$ cat src/rtl/audclk_pkg.sv
package audclk_pkg;

    localparam int CODE_W = 4;
    localparam int CNT_W  = 8;   // wide enough for the largest ratio (192)
    localparam int N_CHAN = 2;   // channel 0: master clock, channel 1: bit clock

    typedef logic [CODE_W-1:0] code_t;
    typedef logic [CNT_W-1:0]  ratio_t;

    typedef struct packed {
        ratio_t ratio;   // active ratio, 0 = stopped
        ratio_t cnt;     // position inside the current period
        logic   lvl;     // registered output level
        logic   rise;    // period started on this cycle
        logic   fall;    // low half started on this cycle
    } div_state_t;

    // Shared ratio table; code 0 is reserved and means stopped
    function automatic ratio_t code_to_ratio(input code_t c);
        ratio_t r;
        case (c)
            code_t'(1):  r = ratio_t'(1);
            code_t'(2):  r = ratio_t'(2);
            code_t'(3):  r = ratio_t'(4);
            code_t'(4):  r = ratio_t'(6);
            code_t'(5):  r = ratio_t'(8);
            code_t'(6):  r = ratio_t'(12);
            code_t'(7):  r = ratio_t'(16);
            code_t'(8):  r = ratio_t'(24);
            code_t'(9):  r = ratio_t'(32);
            code_t'(10): r = ratio_t'(48);
            code_t'(11): r = ratio_t'(64);
            code_t'(12): r = ratio_t'(96);
            code_t'(13): r = ratio_t'(128);
            code_t'(14): r = ratio_t'(176);
            code_t'(15): r = ratio_t'(192);
            default:     r = '0;
        endcase
        return r;
    endfunction

endpackage

$ cat src/rtl/audclk_code_dec.sv
module audclk_code_dec
    import audclk_pkg::*;
(
    input  code_t  code,
    input  logic   en,
    output ratio_t ratio
);
    // A disabled channel decodes as stopped, so gating follows the boundary rule
    assign ratio = en ? code_to_ratio(code) : '0;
endmodule

$ cat src/rtl/audclk_div_chan.sv
module audclk_div_chan
    import audclk_pkg::*;
(
    input  logic       clk,
    input  logic       rst,
    input  ratio_t     req_ratio,
    output div_state_t st
);
    div_state_t nxt;
    logic       wrap;
    ratio_t     half;

    always_comb begin
        // A stopped channel sits at a boundary on every cycle
        wrap = (st.ratio == '0) || (st.cnt == ratio_t'(st.ratio - ratio_t'(1)));
        nxt  = st;
        if (wrap) begin
            nxt.ratio = req_ratio;
            nxt.cnt   = '0;
        end else begin
            nxt.cnt   = ratio_t'(st.cnt + ratio_t'(1));
        end
        half = nxt.ratio >> 1;
        if (nxt.ratio == ratio_t'(1)) begin
            nxt.lvl  = 1'b1;
            nxt.rise = 1'b1;
            nxt.fall = 1'b1;
        end else if (nxt.ratio == '0) begin
            nxt.lvl  = 1'b0;
            nxt.rise = 1'b0;
            nxt.fall = 1'b0;
        end else begin
            nxt.lvl  = (nxt.cnt < half);
            nxt.rise = wrap;
            nxt.fall = (nxt.cnt == half);
        end
    end

    always_ff @(posedge clk) begin
        if (rst) st <= '0;
        else     st <= nxt;
    end
endmodule

$ cat src/rtl/audclk_divider.sv
module audclk_divider
    import audclk_pkg::*;
(
    input  logic       clk,
    input  logic       rst,
    input  logic [3:0] mclk_code,
    input  logic [3:0] bclk_code,
    input  logic       mclk_oe,
    output logic       mclk_out,
    output logic       bclk_out,
    output logic       bclk_launch,
    output logic       bclk_capture
);
    code_t      code_a [N_CHAN];
    logic       en_a   [N_CHAN];
    div_state_t st_a   [N_CHAN];
    logic       out_a  [N_CHAN];
    logic       mclk_lvl;
    logic       bclk_lvl;

    assign code_a[0] = mclk_code;
    assign en_a[0]   = mclk_oe;
    assign code_a[1] = bclk_code;
    assign en_a[1]   = 1'b1;

    for (genvar i = 0; i < N_CHAN; i++) begin : g_chan
        ratio_t req;
        audclk_code_dec u_dec (
            .code  (code_a[i]),
            .en    (en_a[i]),
            .ratio (req)
        );
        audclk_div_chan u_div (
            .clk       (clk),
            .rst       (rst),
            .req_ratio (req),
            .st        (st_a[i])
        );
        // Ratio 1 forwards the module clock itself
        assign out_a[i] = (st_a[i].ratio == ratio_t'(1)) ? clk : st_a[i].lvl;
    end

    assign mclk_lvl     = st_a[0].lvl;
    assign bclk_lvl     = st_a[1].lvl;
    assign mclk_out     = out_a[0];
    assign bclk_out     = out_a[1];
    assign bclk_launch  = st_a[1].fall;
    assign bclk_capture = st_a[1].rise;
endmodule

$ cat config.mk
export PLATFORM = sky130hd
export DESIGN_NAME = audclk_divider
export DESIGN_NICKNAME = d
export VERILOG_FILES = /design/src/rtl/audclk_pkg.sv /design/src/rtl/audclk_code_dec.sv /design/src/rtl/audclk_div_chan.sv /design/src/rtl/audclk_divider.sv
export SDC_FILE = /design/constraint.sdc
export NUM_CORES = 1
export LEC_CHECK = 0
export BUFFER_PORTS_ARGS = -buffer_cell sky130_fd_sc_hd__buf_2
export CAP_MARGIN = 20
export CORE_MARGIN = 2
export CORE_UTILIZATION = 35
export CTS_BUF_LIST = sky130_fd_sc_hd__clkbuf_4
export DETAILED_ROUTE_END_ITERATION = 6
export PLACE_DENSITY_LB_ADDON = 0.1
export SLEW_MARGIN = 20
export SYNTH_ARGS = -nofsm -noshare
export SYNTH_HDL_FRONTEND = slang
export SYNTH_SLANG_ARGS = --single-unit
$ cat constraint.sdc
create_clock -name clk -period 8.07 [get_ports clk]
set_input_delay 0.4035 -clock clk [delete_from_list [all_inputs] [get_ports clk]]
set_output_delay 0.4035 -clock clk [all_outputs]
set_load 0.02 [all_outputs]
==> results of run 1 <==
synth_stat cells, types with 2 or more instances:
master	number
nor4_1	6
clkbuf_1	11
mux2_1	2
or3_1	2
a31oi_1	2
ha_1	29
or2_2	2
xnor2_1	21
nand2_1	20
o21a_1	6
dfxtp_1	36
nor3b_1	7
nor2b_1	5
nand2b_1	9
nor3_1	19
mux2_2	4
xor2_1	10
a21o_1	2
nand3b_1	6
and3_1	3
mux2i_1	14
o21ai_0	10
inv_1	13
nor2_1	40
nand3_1	12
nand4_1	3
nor4b_1	3
a21oi_1	13
buf_2	2
a211oi_1	2
nand4b_1	3
logic make-up after synthesis:
logic type               count (synthesis)  synth area share (%)
flip-flops                              36                  26.2
adder cells (fa/ha/maj)                 29                  13.2
AO/OA/AOI/OAI                           47                  12.5
multiplexers                            20                  7.54
AND/OR/NAND/NOR                        142                  26.9
buffers and inverters                   27                  3.91
XOR/XNOR                                31                  9.85
critical path, delay by kind of cell:
kind / cells / cell delay, ns
buf+inv: 3 / 0.40
mux: 1 / 0.25
cells in the final DEF (no fill, tap or decap), types with 7 or more instances in the layout:
cell      count
a21oi_1      13
inv_1        13
clkbuf_4     11
mux2i_1      14
buf_2        14
ha_1         29
nand3_1      12
xor2_1       10
nand2_1      20
dfxtp_1      36
xnor2_1      21
o21ai_0       9
nor2_1       40
nor3_1       19
nor3b_1       7
nand2b_1      9
per-stage QoR:
step | power (uW) | utilization, % | instances | hold WS, ns
global route | 590 | 38.9 | 447 | 0.334
global placement | 418 | 37.8 | 435 | 0.583
floorplan | 374 | - | 332 | 0.505
detailed placement | 417 | 37.8 | 435 | 0.584
CTS | 556 | 38.9 | 447 | 0.313
finish | 549 | 38.9 | 447 | 0.314
layout make-up:
cell class	instances	area (um^2)
fill	815	4700
tap	102	128
inverter	13	48.8
multi-input combinational	269	1930
sequential	36	721
clock buffer	13	92.6
clock inverter	1	3.75
timing repair buffer	13	67.6
worst max-delay path by stage:
stage | from | endpoint | slack (ns) | depth (start not counted)
after floorplan | clk | bclk_out | 3.33 | 1
after global placement | clk | bclk_out | 3.25 | 2
after detailed placement | clk | bclk_out | 3.25 | 2
after CTS | clk | bclk_out | 2.96 | 4
after global routing | clk | bclk_out | 2.96 | 4
final | clk | bclk_out | 2.98 | 4
power groups by stage:
stage / clock [uW] / sequential, uW / combinational, uW
after floorplan: 8.40 / 213 / 152
after global placement: 11.0 / 214 / 193
final: 147 / 210 / 193
after detailed placement: 11.0 / 213 / 193
after CTS: 152 / 209 / 194
after global routing: 160 / 213 / 217
layer usage:
metal,GRT usage (%),vias up,wire length [um]
li1,-,1200,-
met1,23.1,1072,3420
met2,23.7,42,2620
met3,2.69,10,201
met4,6.50,0,93
met5,0,-,0
==> impl_metrics.xml, run 1 <==
<?xml version="1.0" encoding="UTF-8"?>
<metrics>
  <group name="critical_path">
    <metric name="timing.critical_path.from_type" unit="">clock port</metric>
    <metric name="longest_individual_stage_delay_on_the_worst_path" unit="ns">0.25</metric>
    <metric name="crit_path_top_delay_cell" unit="">mux2_2</metric>
    <metric name="setup.worst_path.class" unit="">clock port to output pin</metric>
    <metric name="r2r.worst_path.cells" unit="">16</metric>
    <metric name="worst_ep_arrival_time" unit="ns">4.69</metric>
    <metric name="worst_ep_required_time" unit="ns">7.67</metric>
    <metric name="cpMostUsedCell" unit="">clkbuf_4</metric>
    <metric name="critical_path_peak_fanout" unit="">2</metric>
    <metric name="end_kind" unit="">output pin</metric>
    <metric name="timing.rr.start" unit="">g_chan[1].u_div.st[13]</metric>
    <metric name="timing.rr.end" unit="">g_chan[1].u_div.st[2]</metric>
    <metric name="ff2ff_setup_slack" unit="ns">3.91</metric>
    <metric name="path_cells" unit="">clkbuf_4 -&gt; clkbuf_4 -&gt; mux2_2 -&gt; buf_2</metric>
  </group>
  <group name="synth">
    <metric name="synth.net_count" unit="">372</metric>
    <metric name="syn_avg_cell_area" unit="um^2">8.30</metric>
    <metric name="mappedNetlistArea" unit="mm^2">0.00276</metric>
    <metric name="count_of_flip_flops_with_a_built_in_enable_after_synthesis" unit="">0</metric>
    <metric name="ys.flop_type" unit="">dfxtp_1</metric>
    <metric name="synthDominantCellAreaShare" unit="%">26.2</metric>
    <metric name="async_reset_ff_share" unit="%">0</metric>
    <metric name="yosys-top-cells-area" unit="">dfxtp_1, ha_1, xnor2_1, nor2_1, mux2i_1</metric>
    <metric name="netlist-cell-type-count" unit="">46</metric>
    <metric name="synth_seq_area_share" unit="%">26.2</metric>
    <metric name="yosysTopAreaCell" unit="">dfxtp_1</metric>
    <metric name="number_of_instances_in_the_synthesized_netlist" unit="">332</metric>
    <metric name="synth-seq-cells" unit="">36</metric>
    <metric name="ys.warnings.count" unit="">0</metric>
  </group>
  <group name="placement">
    <metric name="pre_cts_slack" unit="ns">3.25</metric>
    <metric name="hpwl" unit="um">4760</metric>
    <metric name="placement.io_buffers" unit="">14</metric>
    <metric name="post_dp_cell_area" unit="mm^2">0.00291</metric>
    <metric name="place_congestion" unit="">0.789</metric>
  </group>
  <group name="worst_hold_path">
    <metric name="holdCritStartpoint" unit="">mclk_oe</metric>
    <metric name="hold-path-endpoint" unit="">g_chan[0].u_div.st[14]</metric>
    <metric name="holdCritPathClass" unit="">input port to flop</metric>
    <metric name="holdPathStages" unit="">3</metric>
  </group>
  <group name="power_and_ir_drop">
    <metric name="power.internal" unit="uW">345</metric>
    <metric name="clock_power_share" unit="%">26.7</metric>
    <metric name="p_sw" unit="uW">204</metric>
    <metric name="max-vdd-ir-drop" unit="mV">0.0899</metric>
    <metric name="pwr-share-comb" unit="%">35.1</metric>
    <metric name="power.sequential.fraction" unit="%">38.2</metric>
    <metric name="p_per_area" unit="mW/mm^2">184</metric>
    <metric name="share_of_total_power_consumed_by_net_switching" unit="%">37.2</metric>
    <metric name="p_leak" unit="uW">0.00121</metric>
  </group>
  <group name="sta">
    <metric name="hold_viol_final" unit="">0</metric>
    <metric name="fin_ws" unit="ns">2.98</metric>
    <metric name="grt_setup_unrepaired" unit="">no</metric>
    <metric name="timing.final.setup_violations" unit="">0</metric>
    <metric name="maxSlewViolCount" unit="">0</metric>
    <metric name="clock_skew" unit="ns">0.0115</metric>
    <metric name="final.setup.tns" unit="ns">0</metric>
    <metric name="maxSlewHeadroom" unit="%">49.5</metric>
    <metric name="timing_worst_slew_pin_value" unit="ns">0.756</metric>
  </group>
  <group name="die">
    <metric name="die_height" unit="um">92.7</metric>
    <metric name="rows" unit="">32</metric>
    <metric name="floorplan.io_pins" unit="">15</metric>
    <metric name="core_area" unit="mm^2">0.00769</metric>
    <metric name="die_w" unit="um">92.7</metric>
    <metric name="start_util" unit="%">35.8</metric>
    <metric name="die-area" unit="mm^2">0.00860</metric>
  </group>
  <group name="global_routing">
    <metric name="grt_max_degree" unit="">39</metric>
    <metric name="antenna_found_initial" unit="">0</metric>
    <metric name="grt_pass1_vias" unit="">2280</metric>
    <metric name="grt.overflow.total" unit="">0</metric>
    <metric name="grt_first_pass_wirelength" unit="um">11000</metric>
    <metric name="grt.total_usage" unit="%">16.1</metric>
  </group>
  <group name="outcome">
    <metric name="run_status" unit="">finished clean</metric>
  </group>
  <group name="clock_tree">
    <metric name="holdBufCountCts" unit="">0</metric>
    <metric name="clock_tree_from_tritoncts" unit="">built</metric>
    <metric name="insertion_delay" unit="ns">0.45</metric>
    <metric name="post-cts-setup-buffer-count" unit="">0</metric>
    <metric name="cts.clk_slew.worst_paths" unit="ns">0.12</metric>
    <metric name="postCtsResizedCells" unit="">0</metric>
  </group>
  <group name="drt">
    <metric name="postRouteAntennaNets" unit="">0</metric>
    <metric name="avgViaCountPerCell" unit="">5.20</metric>
    <metric name="wl_per_cell" unit="um">14.2</metric>
    <metric name="routed_wirelength" unit="um">6330</metric>
    <metric name="drc_marker_count_from_the_first_detailed_route_iteration" unit="">120</metric>
    <metric name="route.vias.total" unit="">2324</metric>
    <metric name="drc" unit="">0</metric>
    <metric name="drtPass1Iterations" unit="">4</metric>
  </group>
  <group name="layout">
    <metric name="num-nets-final" unit="">384</metric>
    <metric name="largest_reg_flops" unit="">36</metric>
    <metric name="area_delta_synth_final" unit="%">8.58</metric>
    <metric name="layout-drive-gt1-share" unit="%">11.3</metric>
    <metric name="max_flop_register" unit="">g_chan.u_div.st</metric>
    <metric name="top_regs" unit="">g_chan.u_div.st x36</metric>
    <metric name="finish.instance_area" unit="mm^2">0.00299</metric>
    <metric name="num_antenna_cells" unit="">0</metric>
  </group>
  <group name="run">
    <metric name="timing.max_cap.violations" unit="">0</metric>
  </group>
</metrics>
Power figures use the tool's default switching activity.
==> inputs of run 2 (changes only) <==
==> constraint.sdc (replaced) <==
create_clock -name clk -period 5.2 [get_ports clk]
set_input_delay 0.26 -clock clk [delete_from_list [all_inputs] [get_ports clk]]
set_output_delay 0.26 -clock clk [all_outputs]
set_load 0.02 [all_outputs]
==> impl_metrics.xml, run 2 (synthesis results as in run 1) <==
<?xml version="1.0" encoding="UTF-8"?>
<metrics>
  <group name="drt">
    <metric name="routed_wirelength" unit="um">6360</metric>
    <metric name="wl_per_cell" unit="um">14.2</metric>
    <metric name="avgViaCountPerCell" unit="">5.17</metric>
    <metric name="drc" unit="">0</metric>
    <metric name="postRouteAntennaNets" unit="">0</metric>
    <metric name="drtPass1Iterations" unit="">5</metric>
    <metric name="route.vias.total" unit="">2321</metric>
    <metric name="drc_marker_count_from_the_first_detailed_route_iteration" unit="">120</metric>
  </group>
  <group name="global_routing">
    <metric name="grt.overflow.total" unit="">0</metric>
    <metric name="grt_first_pass_wirelength" unit="um">11000</metric>
    <metric name="grt_pass1_vias" unit="">2254</metric>
    <metric name="grt_max_degree" unit="">39</metric>
    <metric name="antenna_found_initial" unit="">0</metric>
    <metric name="grt.total_usage" unit="%">16.2</metric>
  </group>
  <group name="clock_tree">
    <metric name="post-cts-setup-buffer-count" unit="">0</metric>
    <metric name="holdBufCountCts" unit="">0</metric>
    <metric name="cts.clk_slew.worst_paths" unit="ns">0.12</metric>
    <metric name="clock_tree_from_tritoncts" unit="">built</metric>
    <metric name="insertion_delay" unit="ns">0.46</metric>
    <metric name="postCtsResizedCells" unit="">0</metric>
  </group>
  <group name="layout">
    <metric name="layout-drive-gt1-share" unit="%">11.8</metric>
    <metric name="finish.instance_area" unit="mm^2">0.00300</metric>
    <metric name="area_delta_synth_final" unit="%">8.95</metric>
    <metric name="layout.cells.most_common" unit="">nor2_1</metric>
    <metric name="layout.area.seq" unit="um^2">721</metric>
    <metric name="multiInputGateArea" unit="mm^2">0.00193</metric>
    <metric name="largest_reg_flops" unit="">36</metric>
    <metric name="top_regs" unit="">g_chan.u_div.st x36</metric>
    <metric name="final_core_util" unit="%">39.0</metric>
    <metric name="mostFrequentLayoutCells" unit="">nor2_1, dfxtp_1, ha_1, xnor2_1, nand2_1</metric>
    <metric name="num-nets-final" unit="">386</metric>
    <metric name="fillerInstances" unit="">825</metric>
    <metric name="max_flop_register" unit="">g_chan.u_div.st</metric>
    <metric name="num_antenna_cells" unit="">0</metric>
  </group>
  <group name="critical_path">
    <metric name="longest_individual_stage_delay_on_the_worst_path" unit="ns">0.54</metric>
    <metric name="timing.critical_path.from_type" unit="">flop</metric>
    <metric name="path_cells" unit="">nor3_1 -&gt; nor4b_1 -&gt; nand2_1 -&gt; o21ai_2 -&gt; buf_4 -&gt; mux2i_1 -&gt; ha_1 -&gt; nor2b_1 -&gt; o21a_1 -&gt; o21a_1 -&gt; o21a_1 -&gt; o21a_1 -&gt; o21ai_0 -&gt; nand3b_1 -&gt; a32oi_1</metric>
    <metric name="critical_path_peak_fanout" unit="">16</metric>
    <metric name="setup.worst_path.class" unit="">flop to flop</metric>
    <metric name="crit_path_top_delay_cell" unit="">nor4b_1</metric>
    <metric name="worst_ep_required_time" unit="ns">5.58</metric>
    <metric name="end_kind" unit="">flop</metric>
    <metric name="worst_ep_arrival_time" unit="ns">4.05</metric>
    <metric name="cpMostUsedCell" unit="">o21a_1</metric>
  </group>
  <group name="sta">
    <metric name="max_clock_freq" unit="GHz">0.272</metric>
    <metric name="clock_skew" unit="ns">0.0119</metric>
    <metric name="final.min_clock_period" unit="ns">3.67</metric>
    <metric name="maxSlewViolCount" unit="">0</metric>
    <metric name="grt_setup_unrepaired" unit="">no</metric>
    <metric name="timing.final.setup_violations" unit="">0</metric>
    <metric name="fin_crit_sh" unit="%">70.6</metric>
    <metric name="final.setup.tns" unit="ns">0</metric>
    <metric name="timing_worst_slew_pin_value" unit="ns">0.714</metric>
    <metric name="maxSlewHeadroom" unit="%">52.4</metric>
    <metric name="hold_viol_final" unit="">0</metric>
  </group>
  <group name="die">
    <metric name="core_area" unit="mm^2">0.00769</metric>
    <metric name="die-area" unit="mm^2">0.00860</metric>
    <metric name="rows" unit="">32</metric>
    <metric name="die_height" unit="um">92.7</metric>
    <metric name="start_util" unit="%">35.8</metric>
    <metric name="die_w" unit="um">92.7</metric>
    <metric name="floorplan.io_pins" unit="">15</metric>
  </group>
  <group name="placement">
    <metric name="placement.io_buffers" unit="">14</metric>
    <metric name="hpwl" unit="um">4810</metric>
    <metric name="place_congestion" unit="">0.794</metric>
    <metric name="post_dp_cell_area" unit="mm^2">0.00292</metric>
  </group>
  <group name="run">
    <metric name="timing.max_cap.violations" unit="">0</metric>
  </group>
  <group name="power_and_ir_drop">
    <metric name="max-vdd-ir-drop" unit="mV">0.249</metric>
    <metric name="p_leak" unit="uW">0.00121</metric>
    <metric name="p_per_area" unit="mW/mm^2">282</metric>
  </group>
  <group name="worst_hold_path">
    <metric name="holdCritPathClass" unit="">input port to flop</metric>
  </group>
  <group name="outcome">
    <metric name="run_status" unit="">finished clean</metric>
  </group>
</metrics>
## run 2: path summary, 6_finish.rpt
| path | cells past startpoint | endpoint | slack [ns] | start |
|---|---|---|---|---|
| max | 15 | g_chan[1].u_div.st[2] | 1.53 | g_chan[1].u_div.st[13] |
| min | 3 | g_chan[0].u_div.st[14] | 0.18 | mclk_oe |
| max reg2reg | 15 | g_chan[1].u_div.st[2] | 1.53 | g_chan[1].u_div.st[13] |
| min reg2reg | 1 | g_chan[1].u_div.st[3] | 0.59 | g_chan[1].u_div.st[3] |
## run 2: metrics by stage
step | setup slack, ns | hold slack, ns | instances | power (uW)
6_report | 1.53 | 0.176 | 449 | 846
3_3_place_gp | 1.57 | 0.517 | 437 | 654
4_1_cts | 1.54 | 0.170 | 449 | 858
5_1_grt | 1.08 | 0.179 | 449 | 919
2_1_floorplan | 1.79 | 0.449 | 332 | 581
3_5_place_dp | 1.59 | 0.517 | 437 | 652
## run 2: layout make-up
cell class	instances	area share [%]
clock buffer	11	2.58
timing repair buffer	15	2.75
tap	102	4.25
sequential	36	24.0
multi-input combinational	269	64.3
inverter	13	1.63
clock inverter	3	0.459
## run 2: where the power goes
group | switching (uW) | leakage [uW] | internal, uW
sequential | 24.1 | 0.000293 | 301
clock | 124 | 0.0000708 | 91.4
combinational | 170 | 0.000851 | 135
## run 2: layer usage
metal / up-vias / global-route usage, % / share of wire [%]
met5: - / 0 / 0
met2: 48 / 22.3 / 39
met1: 1058 / 24.2 / 56
met4: 0 / 6.74 / 1.3
li1: 1208 / - / -
met3: 7 / 3.34 / 3.8
## run 2: critical path, delay by kind of cell, from the launching register on
family | cells | cell delay [ns]
muxes | 1 | 0.26
DFF | 1 | 0.37
and+or+nand+nor | 5 | 1.30
AOI/OAI and AO/OA | 7 | 1.14
buffers and inverters | 1 | 0.26
adders and majority gates | 1 | 0.27
